==> config.mk <==
export PLATFORM = sky130hd
export DESIGN_NAME = irq_vec_queue
export DESIGN_NICKNAME = d
export VERILOG_FILES = /design/src/rtl/ivq_pkg.sv /design/src/rtl/ivq_store.sv /design/src/rtl/ivq_ctrl.sv /design/src/rtl/irq_vec_queue.sv
export SDC_FILE = /design/constraint.sdc
export NUM_CORES = 1
export LEC_CHECK = 0
export BUFFER_PORTS_ARGS = -buffer_cell sky130_fd_sc_hd__buf_2
export CAP_MARGIN = 30
export CORE_ASPECT_RATIO = 2
export CORE_MARGIN = 4
export CORE_UTILIZATION = 61
export CTS_CLUSTER_SIZE = 30
export DETAILED_ROUTE_END_ITERATION = 10
export PLACE_DENSITY_LB_ADDON = 0.3
export SETUP_SLACK_MARGIN = 0.05
export SLEW_MARGIN = 25
export SYNTH_ARGS = -nofsm -noshare
export SYNTH_HDL_FRONTEND = slang
export SYNTH_SLANG_ARGS = --single-unit
==> constraint.sdc <==
create_clock -name clk -period 3.5 [get_ports clk]
set_clock_uncertainty 0.15 [all_clocks]
set_input_delay 0.175 -clock clk [delete_from_list [all_inputs] [get_ports clk]]
set_output_delay 0.175 -clock clk [all_outputs]
set_load 0.1 [all_outputs]
==> src/rtl/ivq_pkg.sv <==
package ivq_pkg;
  localparam int unsigned VEC_W = 8;

  // Upper field is the address vector, lower field the interrupt vector,
  // so the packed entry is already the host read word layout.
  typedef struct packed {
    logic [VEC_W-1:0] avec;
    logic [VEC_W-1:0] ivec;
  } ivq_entry_t;
endpackage

==> src/rtl/ivq_store.sv <==
module ivq_store
  import ivq_pkg::*;
#(
  parameter int unsigned DEPTH = 16,
  localparam int unsigned AW = $clog2(DEPTH)
) (
  input  logic          clk,
  input  logic          rst,
  input  logic          wr_en,
  input  logic [AW-1:0] wr_addr,
  input  ivq_entry_t    wr_data,
  input  logic          rd_en,
  input  logic [AW-1:0] rd_addr,
  output ivq_entry_t    hold_q
);
  ivq_entry_t mem [DEPTH];
  ivq_entry_t hold_r;

  always_ff @(posedge clk) begin
    if (wr_en) mem[wr_addr] <= wr_data;
  end

  // The synchronous read register doubles as the vector holding registers.
  always_ff @(posedge clk) begin
    if (rst)        hold_r <= '0;
    else if (rd_en) hold_r <= mem[rd_addr];
  end

  assign hold_q = hold_r;

  assert_hold_stable_R3: assert property (@(posedge clk) disable iff (rst)
    !rd_en |=> hold_q == $past(hold_q));
endmodule

==> src/rtl/ivq_ctrl.sv <==
module ivq_ctrl #(
  parameter int unsigned DEPTH = 16,
  localparam int unsigned AW = $clog2(DEPTH),
  localparam int unsigned CW = $clog2(DEPTH + 1)
) (
  input  logic          clk,
  input  logic          rst,
  input  logic          push_req,
  input  logic          rd_req,
  input  logic          flush_req,
  output logic          wr_en,
  output logic [AW-1:0] wr_addr,
  output logic          rd_en,
  output logic [AW-1:0] rd_addr,
  output logic          empty_q,
  output logic          full_q,
  output logic          ovf_q,
  output logic          nxt_empty
);
  logic [AW-1:0] head_q, tail_q;
  logic [CW-1:0] cnt_q, cnt_nxt;
  logic          pop_ok, push_ok;

  function automatic logic [AW-1:0] ptr_inc(input logic [AW-1:0] p);
    return (p == AW'(DEPTH - 1)) ? '0 : p + 1'b1;
  endfunction

  assign pop_ok  = rd_req && !flush_req && !empty_q;
  assign push_ok = push_req && !flush_req && (!full_q || pop_ok);

  always_comb begin
    if (flush_req) cnt_nxt = '0;
    else           cnt_nxt = cnt_q + CW'(push_ok) - CW'(pop_ok);
  end

  assign nxt_empty = (cnt_nxt == '0);

  always_ff @(posedge clk) begin
    if (rst || flush_req) begin
      head_q <= '0;
      tail_q <= '0;
      cnt_q  <= '0;
      empty_q <= 1'b1;
      full_q  <= 1'b0;
      ovf_q   <= 1'b0;
    end else begin
      if (pop_ok)  head_q <= ptr_inc(head_q);
      if (push_ok) tail_q <= ptr_inc(tail_q);
      cnt_q   <= cnt_nxt;
      empty_q <= nxt_empty;
      full_q  <= (cnt_nxt == CW'(DEPTH));
      if (push_req && !push_ok) ovf_q <= 1'b1;
    end
  end

  assign wr_en   = push_ok;
  assign wr_addr = tail_q;
  assign rd_en   = pop_ok;
  assign rd_addr = head_q;

  assert_flags_excl_R4: assert property (@(posedge clk) disable iff (rst)
    !(empty_q && full_q));
  assert_no_overflow_R5: assert property (@(posedge clk) disable iff (rst)
    (full_q && push_req && !rd_req && !flush_req) |=> ovf_q && full_q);
  assert_ovf_sticky_R5: assert property (@(posedge clk) disable iff (rst)
    (ovf_q && !flush_req) |=> ovf_q);
  assert_pushpop_count_R6: assert property (@(posedge clk) disable iff (rst)
    (push_ok && pop_ok) |=> cnt_q == $past(cnt_q));
  assert_flush_R7: assert property (@(posedge clk) disable iff (rst)
    flush_req |=> empty_q && !ovf_q && !full_q);
  assert_flush_wins_R8: assert property (@(posedge clk) disable iff (rst)
    flush_req |-> !wr_en && !rd_en);
endmodule

==> src/rtl/irq_vec_queue.sv <==
module irq_vec_queue
  import ivq_pkg::*;
#(
  parameter int unsigned DEPTH = 16,
  localparam int unsigned AW = $clog2(DEPTH)
) (
  input  logic                 clk,
  input  logic                 rst,
  input  logic                 push_valid,
  input  logic [VEC_W-1:0]     push_ivec,
  input  logic [VEC_W-1:0]     push_avec,
  input  logic                 host_rd,
  input  logic                 host_wr,
  output logic [2*VEC_W-1:0]   rd_data,
  output logic                 empty,
  output logic                 full,
  output logic                 overflow,
  output logic                 irq
);
  logic          wr_en, rd_en, nxt_empty;
  logic [AW-1:0] wr_addr, rd_addr;
  ivq_entry_t    wr_data, hold_q;
  logic          irq_q;

  assign wr_data.avec = push_avec;
  assign wr_data.ivec = push_ivec;

  ivq_ctrl #(.DEPTH(DEPTH)) u_ctrl (
    .clk(clk), .rst(rst),
    .push_req(push_valid), .rd_req(host_rd), .flush_req(host_wr),
    .wr_en(wr_en), .wr_addr(wr_addr), .rd_en(rd_en), .rd_addr(rd_addr),
    .empty_q(empty), .full_q(full), .ovf_q(overflow), .nxt_empty(nxt_empty)
  );

  ivq_store #(.DEPTH(DEPTH)) u_store (
    .clk(clk), .rst(rst),
    .wr_en(wr_en), .wr_addr(wr_addr), .wr_data(wr_data),
    .rd_en(rd_en), .rd_addr(rd_addr), .hold_q(hold_q)
  );

  always_ff @(posedge clk) begin
    if (rst || host_wr) irq_q <= 1'b0;
    else                irq_q <= !nxt_empty;
  end

  assign irq     = irq_q;
  assign rd_data = hold_q;

  assert_irq_tracks_R9: assert property (@(posedge clk) disable iff (rst)
    irq == !empty);
  assert_empty_read_R3: assert property (@(posedge clk) disable iff (rst)
    (host_rd && empty && !host_wr) |=> $stable(rd_data) && $stable(overflow));
  assert_flush_keeps_data_R7: assert property (@(posedge clk) disable iff (rst)
    host_wr |=> $stable(rd_data));
  assert_reset_R1: assert property (@(posedge clk)
    rst |=> empty && !full && !irq && !overflow && rd_data == '0);
endmodule

### Word-level counts from Yosys, hierarchy flattened

Memory sizes are Yosys's and may differ from the RTL's. A register that Yosys moved wholly into a read port is not among the register bits.
Index checks and enable logic that the tools add are counted.

| storage, ports and cells | value |
|---|---|
| input port bits | 21 |
| memories kept | 1 |
| bits in writable memories | 256 |
| flip-flop bits (word level) | 17 |

| cells by class | value |
|---|---|
| add/subtract/negate cells | 4 |
| multiplexer cells | 5 |
| equality and inequality tests | 3 |
| reduce and logical (&&, ||, !) cells | 13 |

Memories:

| name | depth | bits a word | read ports | clocked after memory_dff | wr ports | RTL line | text |
|---|---|---|---|---|---|---|---|
| u_store.mem | 16 | 16 | 1 | 1 | 1 | ivq_store.sv:16 | `ivq_entry_t mem [DEPTH];` |

Operator list:

| kind | count |
|---|---|
| $add 4x1->4 const B | 2 |
| $eq 4x4->1 const B | 2 |
| $mux 4 | 2 |
| $add 5x1->5 | 1 |
| $eq 5x5->1 const B | 1 |
| $logic_and 1x1->1 | 5 |
| $logic_not 1->1 | 5 |
| $logic_not 5->1 | 1 |
| $mux 5 | 1 |
| $sub 5x1->5 | 1 |
| $logic_or 1x1->1 | 2 |
| $mux 1 | 2 |

### Longest topological paths before layout

| logic depth | value |
|---|---|
| depth after elaboration | 10 |
| depth in mapped cells | 11 |

### By module

Synthesis repeated with hierarchy kept, for this count alone.

| unflattened totals | value |
|---|---|
| cell total of the unflattened synthesis | 703 |
| area total of the unflattened synthesis | 11,462.2 um^2 |

By module, submodules not included:

| module | area an instance (um^2) | cells each | seq. area each (um^2) | instances |
|---|---|---|---|---|
| ivq_store | 10,545.1 | 606 | 8,007.7 | 1 |
| ivq_ctrl | 887.1 | 95 | 320.3 | 1 |
| irq_vec_queue | 30.0 | 2 | 20.0 | 1 |

### Worst setup path before layout

OpenSTA, ideal clock, no wires.

| timing | value |
|---|---|
| path type | reg-to-reg |
| from | reg u_ctrl.empty_q |
| to | reg u_ctrl.full_q |
| data required time | 3,254 ps |
| data arrival time | 3,071 ps |
| path slack | 183 ps |
| cell stages (with the launch flop) | 12 |
| setup time | 96 ps |
| cell sequence | dfxtp_1 -> nand2b_1 -> a211oi_2 -> inv_1 -> ha_1 -> inv_1 -> ha_1 -> fa_1 -> xnor2_1 -> nand3b_1 -> mux2i_1 -> nor4b_1 |

| on the way | value |
|---|---|
| cells in the longest elaborated chain, start to end | 8 |

RTL lines:

| item | RTL line | text |
|---|---|---|
| start: declaration | ivq_ctrl.sv:15 | `output logic empty_q,` |
| start signal: assignment | ivq_ctrl.sv:50 | `empty_q <= nxt_empty;` |
| $logic_not 1->1 (*) | ivq_ctrl.sv:28 | `assign pop_ok = rd_req && !flush_req && !empty_q;` |
| $logic_and 1x1->1 (*) | ivq_ctrl.sv:28 |  |
| $logic_or 1x1->1 | ivq_ctrl.sv:29 | `assign push_ok = push_req && !flush_req && (!full_q \|\| pop_ok);` |
| $logic_and 1x1->1 | ivq_ctrl.sv:29 |  |
| $add 5x1->5 | ivq_ctrl.sv:33 | `else cnt_nxt = cnt_q + CW'(push_ok) - CW'(pop_ok);` |
| $sub 5x1->5 (*) | ivq_ctrl.sv:33 |  |
| $mux 5 (*) | ivq_ctrl.sv:32 | `if (flush_req) cnt_nxt = '0;` |
| $eq 5x5->1 (*) | ivq_ctrl.sv:51 | `full_q <= (cnt_nxt == CW'(DEPTH));` |
| end signal: assignment | ivq_ctrl.sv:51 |  |
| end: declaration | ivq_ctrl.sv:16 | `output logic full_q,` |

Mark *: on every way between the ends. The rest lies on a longest branch, timed or not.
A chain may end at the register's enable or synchronous reset.

### Worst setup path after layout

Same ends and word-level chain as after synthesis.

==> metrics <==
slowest CP cell=fa_1; Synth area leader=edfxtp_1; Yosys cell types=42; starting DRC count in detailed routing=366; Inserted Clock Buffers=24; DR vias=5,899; Clock Latency Late Sink=between 0.5 and 0.6 ns; DRC Markers=0; Resized cells post-CTS=0; FFs w/ async S/R, synth=0; power per cell area=between 500 and 600 nW/um^2; drt total wl=about 24 mm; DPL Wire Length=14.5 mm; Vias/cell=6.54; top cells by area, synth=edfxtp_1 (69%), mux4_2 (9.5%), dfxtp_1 (5.9%); final net count=between 700 and 800; Rel. slew slack=0.340; Synthesis Warnings=0; Placer Congestion=~0.84; combinational power share=0.051; fin crit period=slightly above 3 ns; Clk pwr share=0.388; critical path data required time=between 3 and 4 ns; EDFF count, synth=256; Reg power frac=0.561; final non-filler cell total=~900; leading register cell type out of synthesis=edfxtp_1; CTS sink cnt=289; Post-Syn Nets=618; FP Rows=69; wire length per cell=approximately 27 um; max-slew violations=0; worst path cell trace=nand2b_1 -> a211oi_2 -> inv_1 -> ha_1 -> inv_1 -> ha_1 -> fa_1 -> xnor2_1 -> nand3b_1 -> mux2i_1 -> nor4b_1; Seq cells post-synth=289; Seq/Total Area, Yosys=0.747; Max clock buf depth=3; CP Max Fanout=4; Yosys top cell area share=0.688; drt first pass iters=5; Final Hold Viols=0; CP arrival=3.32 ns; largest net degree at the start of global routing=40; period utilization=0.870; Post-CTS Setup Repair Bufs=0; Clock Root Buffer=clkbuf_16; RSZ-0062 raised after global routing=no; ANT cells=0; Routed Antenna Nets=0; endpoint type of the worst setup path=register; Mapped Cells=586; most frequent cells in the layout=edfxtp_1 (256), mux4_2 (47), buf_2 (40); initial antenna violation count=0; Final Util=0.709; CTS H-tree depth=1; worst stage delay on the critical path=0.44 ns; mapped cell area=11,200 sq um; hold_ws=between 0.3 and 0.4 ns; die area=around 21,000 sq um; CTS tree=done; vias in the first global route=6,296; final setup fails=0; global-route usage over all layers=0.244; CORE AREA=17,900 sq um; Synth Area in XOR/XNOR=0.00470; initial core utilization=0.625; num ports=a little over 40; Pleak=about 4.2 nW; Die Wd=104 um; dpl cells=837; commonest non-fill, non-tap cell in the layout=edfxtp_1; maxcap violations=0; Avg Cell Area, Syn=19.1 sq um; internal cell power=approximately 0.0053 W; crit path kind=reg -> reg; first-pass GRT wire length=37.1 mm; Clk pin slew, worst setup/hold paths=0.07 ns; Critical Path Start Type=register; Simple-Gate Fraction of Synth Area=0.0317; Worst Hold Class=in -> reg; status=finished clean; Slew @ Worst Pin=0.990 ns; area grow syn2layout=13.4%; switch share=0.212; share of cells above drive strength 1=0.237; Setup TNS=0 ns; P_sw=0.00143 W; Buf/Inv on CP=2; fmax=0.328 GHz; total gr overflow=0; multiplexer share of the synthesized area=0.130; Adder-Cell Fraction of Synth Area=0.0130; die height=199 um; Compound-Gate Fraction of Synth Area=0.0523; VDD IR-drop max=between 400 and 500 uV; PortBufs=40; main combinational cell family by area after synthesis=multiplexers; critical path's top delay family=adder cells
==> cells by family (layout without fill, tap and decap cells) <==
| kind of cell | Yosys count | in the layout |
|---|---|---|
| AOI/OAI and AO/OA | 83 | 83 |
| DFF | 289 | 289 |
| muxes | 83 | 83 |
| buffers and inverters | 43 | 146 |
| xor gates and xnor gates | 6 | 6 |
| adders and majority gates | 11 | 11 |
| and+or+nand+nor | 71 | 71 |
==> worst reg2reg max path: stages (launching register included) <==
cell      delay [ns]
dfxtp_1         0.33
nand2b_1        0.19
a211oi_2        0.29
inv_1           0.12
ha_1            0.29
inv_1           0.04
ha_1            0.20
fa_1            0.44
xnor2_1         0.27
nand3b_1        0.13
mux2i_1         0.24
nor4b_1         0.25
==> metal layers <==
layer | vias up | GRT usage | routed length (um)
met2 | 241 | 0.447 | 13400
met1 | 3035 | 0.278 | 8360
met3 | 76 | 0.0275 | 1330
met5 | - | 0 | 0
met4 | 0 | 0.139 | 1420
li1 | 2547 | - | -
==> flip-flops by register name (all words and copies together) (netlist names) <==
name            cells
u_ctrl.ovf_q        1
u_ctrl.cnt_q        5
u_store.hold_q     16
u_ctrl.wr_addr      4
u_ctrl.full_q       1
irq                 1
u_ctrl.empty_q      1
u_ctrl.rd_addr      4
u_store.mem       256
==> cell usage after synthesis, types with 2 or more instances <==
cell type	count
mux2i_1	33
mux4_2	47
ha_1	10
edfxtp_1	256
buf_6	7
nand3_1	3
xor2_1	4
mux4_1	2
a21o_1	3
and3_1	13
buf_4	3
a211oi_1	31
a22oi_1	15
nand3b_1	2
nand2_1	8
a21oi_1	12
buf_2	10
dfxtp_1	33
inv_1	11
buf_1	3
and2_1	3
xnor2_1	2
nor2b_1	6
o22ai_1	16
clkbuf_1	8
nor2_1	29
==> layout make-up <==
type	instances	area [sq um]
Multi-Input combinational cell	254	2600
Fill cell	1083	5200
Tap cell	213	267
Clock inverter	17	138
Inverter	12	45.0
Clock buffer	27	633
Sequential cell	289	8350
Timing Repair Buffer	90	642
==> power by group through the flow <==
stage	clock network [W]	logic, W	registers [W]
3_5_place_dp	0	0.000324	0.00387
6_report	0.00262	0.000342	0.00379
2_1_floorplan	0	0.000121	0.00397
5_1_grt	0.00280	0.000366	0.00379
3_3_place_gp	0	0.000313	0.00387
4_1_cts	0.00265	0.000343	0.00379
==> path summary, 6_finish.rpt <==
kind	depth (start not counted)	startpoint	slack, ns	end
setup / recovery	11	u_ctrl.empty_q$_SDFF_PP1_	0.45	u_ctrl.full_q$_SDFF_PP0_
hold / removal	3	host_wr	0.32	u_ctrl.full_q$_SDFF_PP0_
setup reg to reg	11	u_ctrl.empty_q$_SDFF_PP1_	0.45	u_ctrl.full_q$_SDFF_PP0_
hold reg to reg	2	u_ctrl.ovf_q$_SDFFE_PP0P_	0.34	u_ctrl.ovf_q$_SDFFE_PP0P_
==> per-stage QoR <==
stage	cell area (sq um)	setup slack, ns	total power, W
finish	12700	0.454	0.00676
global placement	11700	0.663	0.00418
detailed placement	11700	0.516	0.00419
floorplan	11200	0.183	0.00409
CTS	12700	0.478	0.00679
global route	12700	0.244	0.00696
==> timing repair <==
action,CTS,global route
hold buffers,20,0
endpoints found under the setup margin,0,0
endpoints found under the hold margin,263,0
(Power assumes the default switching activity.)
